File: config.mk
export PLATFORM = sky130hd
export DESIGN_NAME = mode_desc_pingpong
export DESIGN_NICKNAME = d
export VERILOG_FILES = /design/src/rtl/mode_desc_pingpong.sv
export SDC_FILE = /design/constraint.sdc
export NUM_CORES = 1
export LEC_CHECK = 0
export BUFFER_PORTS_ARGS = -buffer_cell sky130_fd_sc_hd__buf_2
export CORE_UTILIZATION = 35
export DETAILED_ROUTE_END_ITERATION = 12
export GPL_TIMING_DRIVEN = 0
export PLACE_DENSITY = 0.8
export SLEW_MARGIN = 20
export SYNTH_ARGS = -nofsm -noshare
export SYNTH_HDL_FRONTEND = slang
export SYNTH_SLANG_ARGS = --single-unit
File: constraint.sdc
create_clock -name clk -period 1.14 [get_ports clk]
set_input_delay 0.057 -clock clk [delete_from_list [all_inputs] [get_ports clk]]
set_output_delay 0.057 -clock clk [all_outputs]
set_load 0.005 [all_outputs]
File: src/rtl/mode_desc_pingpong.sv
module mode_desc_pingpong (
  input  logic        clk,
  input  logic        rst_n,
  input  logic        soft_rst,
  input  logic        host_wr,
  input  logic        host_rd,
  input  logic [15:0] host_wdata,
  output logic [15:0] host_rdata,
  input  logic        msg_active,
  input  logic        msg_done,
  input  logic        msg_error,
  input  logic        msg_illegal,
  input  logic        msg_bcast,
  input  logic        msg_rx,
  input  logic        bcast_off,
  input  logic        irq_access_en,
  input  logic        irq_bcast_en,
  output logic        buf_sel,
  output logic        busy_out,
  output logic        store_en,
  output logic        irq
);

  logic iwa_en, bcst_int_en, mk_busy, stop_req, alt_en;
  logic accessed, ptr, bcst_seen, alt_ack;

  wire done_valid = msg_done && !(msg_bcast && bcast_off);
  wire done_clean = done_valid && !msg_error && !msg_illegal;
  wire do_flip    = done_clean && !mk_busy && alt_en && alt_ack;
  wire irq_cause  = done_clean &&
                    ((iwa_en && irq_access_en) ||
                     (bcst_int_en && irq_bcast_en && msg_bcast && msg_rx));

  always_ff @(posedge clk or negedge rst_n) begin
    if (!rst_n) begin
      iwa_en      <= 1'b0;
      bcst_int_en <= 1'b0;
      mk_busy     <= 1'b0;
      stop_req    <= 1'b0;
      alt_en      <= 1'b0;
    end else if (host_wr) begin
      iwa_en      <= host_wdata[14];
      bcst_int_en <= host_wdata[13];
      mk_busy     <= host_wdata[12];
      stop_req    <= host_wdata[3];
      alt_en      <= host_wdata[2];
    end
  end

  always_ff @(posedge clk or negedge rst_n) begin
    if (!rst_n) begin
      accessed  <= 1'b0;
      ptr       <= 1'b0;
      bcst_seen <= 1'b0;
      alt_ack   <= 1'b0;
      irq       <= 1'b0;
    end else if (soft_rst) begin
      accessed  <= 1'b0;
      ptr       <= 1'b0;
      bcst_seen <= 1'b0;
      alt_ack   <= 1'b0;
      irq       <= 1'b0;
    end else begin
      irq <= irq_cause;
      if (do_flip)
        ptr <= !ptr;
      if (done_valid)
        accessed <= 1'b1;
      else if (host_rd)
        accessed <= 1'b0;
      if (done_clean && msg_bcast)
        bcst_seen <= 1'b1;
      if (!msg_active)
        alt_ack <= alt_en && !stop_req;
    end
  end

  assign host_rdata = {1'b0, iwa_en, bcst_int_en, mk_busy, accessed, ptr,
                       bcst_seen, alt_ack, 4'b0000, stop_req, alt_en, 2'b00};
  assign buf_sel    = ptr;
  assign busy_out   = mk_busy;
  assign store_en   = !mk_busy;

  p_ptr_hold_r3: assert property (@(posedge clk) disable iff (!rst_n)
    (msg_done && (msg_error || msg_illegal || mk_busy) && !soft_rst)
      |=> (buf_sel == $past(buf_sel)));

  p_ack_frozen_r5: assert property (@(posedge clk) disable iff (!rst_n)
    (msg_active && !soft_rst) |=> $stable(alt_ack));

  p_irq_after_done_r9: assert property (@(posedge clk) disable iff (!rst_n)
    irq |-> $past(msg_done));

  p_accessed_set_r7: assert property (@(posedge clk) disable iff (!rst_n)
    (done_valid && !soft_rst) |=> host_rdata[11]);

  p_soft_clear_r11: assert property (@(posedge clk) disable iff (!rst_n)
    soft_rst |=> (!buf_sel && !irq && !host_rdata[11]));

  p_paused_hold_r6: assert property (@(posedge clk) disable iff (!rst_n)
    (!(alt_en && alt_ack) && !soft_rst) |=> $stable(buf_sel));

endmodule

==> impl_metrics.ini <==
[clock_tree]
cts_buffer_depth = 2
post_cts_resized = 0
cts.sinks = 10
cts_tree = built
clk_latency_ps = 260
cts_buffers = 3
cts_root_buffer = clkbuf_4
clk_pin_slew_ps = 60
hold_buffers = 2
cts_max_level = 1
cts_setup_buffers = 0

[critical_path]
critPathArrivalTime_ps = 1200
ff2ff_path_depth = 3
worstSetupPathType = reg -> reg
cp.required_ps = 1280
rr_endpoint = buf_sel
critical_path.max_fanout = 4
cp-end-kind = flip-flop
r2r_slack_ps = 80
critPathLaunch = busy_out
cp-start-kind = flip-flop
rr_startpoint = busy_out

[timing]
drv_slew = 0
clock.fmax_ghz = 0.948
finalHoldViolations = 0
setup_tns_ps = 0
setup_ws_ps = 85.0
finClkSkew_ps = 0.151
finalCritPeriodShare_pct = 92.5
setup_viol = 0
fin_crit_ps = 1060
grt_setup_unrepaired = false

[route]
drt-total-wl_um = 1020
ant_nets = 0
via_per_inst = 4.19
first_pass_iters = 2
wire_per_inst_um = 9.26
vias = 461
drc = 0
drt-initial-drc-count = 2

[finish]
antennaDiodeCount = 0
area_growth_pct = 44.2
drive_above_1_share_pct = 57.9
final_area_sq_um = 779
fin_nets = 127
final_cells = 110

[hold_path]
hold_path_class = in -> reg
hp-start = soft_rst
whs_endpoint = irq
holdPathStages = 2

[global_routing]
grt_usage_pct = 15.0
grt_max_degree = 11
grt_pass1_vias = 439
grt_pass1_wl_um = 1590
antenna_found_initial = 0
grt-ovfl-total = 0

[placed_design]
dp_slack_ps = 89.3
post_dp_cell_area_sq_um = 737
portBuffers = 31
dpl.hpwl_um = 820
dpl.cell_count = 105
gp_congestion = 0.743

[floorplan]
start_util_pct = 39.6
io_pins = 50
core_sq_um = 1370
die_y_um = 41.3
fp.dieW_um = 41.3
dieArea_sq_um = 1710
rows = 13

[yosys]
yosysUniqueCellTypes = 16
yosysTopAreaCellShare_pct = 46.3
yosysWarnings = 0
synthCells = 53
netlist_area_sq_um = 541
yosys-top-cells-area = dfrtp_1 (46%), buf_4 (22%), mux2_2 (8.3%)
yosysSeqAreaShare_pct = 46.3
synth-seq-cells = 10
synth_top_area_cell = dfrtp_1
syn_area_per_cell_sq_um = 10.2

[run_status]
status = completed

[power]
static-leakage-power_uw = 0.000449
peakVddDrop_mv = 0.614
p_per_area_nw_per_um2 = 1030
power.total_uw = 802

[run]
cap_violations = 0
[critical path: stages (launching register included)]
cell and delay, ps:
dfrtp_1 410, nor2b_1 110, nand4_1 110, mux2_1 320
[worst max-delay path by stage]
stage                          to  slack, ps
after floorplan           buf_sel        110
after detailed placement  buf_sel         90
final                     buf_sel         80
after global routing      buf_sel         10
after CTS                 buf_sel         80
after global placement    buf_sel        100
[layer usage]
layer	vias to the layer above	global-route usage, %	part of all wire [%]
met2	22	27.0	56
met3	0	4.26	7.7
met1	200	13.6	36
met5	-	0	0
li1	239	-	-
met4	0	12.9	0
[state kept, by name, indices dropped and copies added, names as in the netlist]
| signal | flops |
|---|---|
| accessed | 1 |
| alt_ack | 1 |
| alt_en | 1 |
| bcst_int_en | 1 |
| bcst_seen | 1 |
| buf_sel | 1 |
| busy_out | 1 |
| irq | 1 |
| iwa_en | 1 |
| stop_req | 1 |
[layout by cell type (no fill, tap or decap)]
| master | Yosys | layout |
|---|---|---|
| dlygate4sd3_1 | 0 | 2 |
| inv_1 | 2 | 2 |
| a31oi_1 | 1 | 1 |
| nor2_1 | 5 | 5 |
| buf_2 | 0 | 31 |
| nand2_1 | 3 | 3 |
| a211oi_1 | 1 | 1 |
| nor3b_1 | 1 | 1 |
| conb_1 | 1 | 7 |
| mux2_1 | 1 | 1 |
| dfrtp_1 | 10 | 10 |
| mux2_2 | 4 | 4 |
| clkbuf_4 | 0 | 3 |
| o21ai_0 | 1 | 1 |
| buf_4 | 16 | 16 |
| a21boi_2 | 1 | 1 |
| nand4_1 | 2 | 2 |
| a21oi_1 | 2 | 2 |
| nor2b_1 | 2 | 2 |
[cell usage after synthesis]
master,n
buf_4,16
dfrtp_1,10
nor2_1,5
mux2_2,4
nand2_1,3
a21oi_1,2
inv_1,2
nand4_1,2
nor2b_1,2
a211oi_1,1
a21boi_2,1
a31oi_1,1
conb_1,1
mux2_1,1
nor3b_1,1
o21ai_0,1
[power by group]
| group | total, uW | internal [uW] | switching, uW | leakage, uW |
|---|---|---|---|---|
| combinational | 173 | 110 | 63.3 | 0.000308 |
| clock | 233 | 122 | 111 | 0.0000138 |
| sequential | 396 | 378 | 17.8 | 0.000127 |
[layout make-up]
| cell class | count | area (sq um) |
|---|---|---|
| fillers | 134 | 587 |
| flip-flops and latches | 10 | 250 |
| multi-input cells | 31 | 185 |
| repair buffers | 33 | 175 |
| plain buffers | 16 | 120 |
| clock buffers | 3 | 22.5 |
| well taps | 15 | 18.8 |
| inverters | 2 | 7.51 |
[logic make-up after synthesis]
logic type             Yosys count  share of synthesized area [%]
AO/OA/AOI/OAI                    6                           7.41
buffers and inverters           18                           23.6
flip-flops                      10                           46.3
multiplexers                     5                           10.4
other                            1                          0.694
AND/OR/NAND/NOR                 13                           11.6
[stage by stage]
stage	hold WS, ps	utilization, %
5_1_grt	15.7	57.1
3_5_place_dp	-73.4	53.9
3_3_place_gp	-79.9	53.9
6_report	22.4	57.1
2_1_floorplan	-239	-
4_1_cts	16.9	57.1
(Power assumes the default switching activity.)
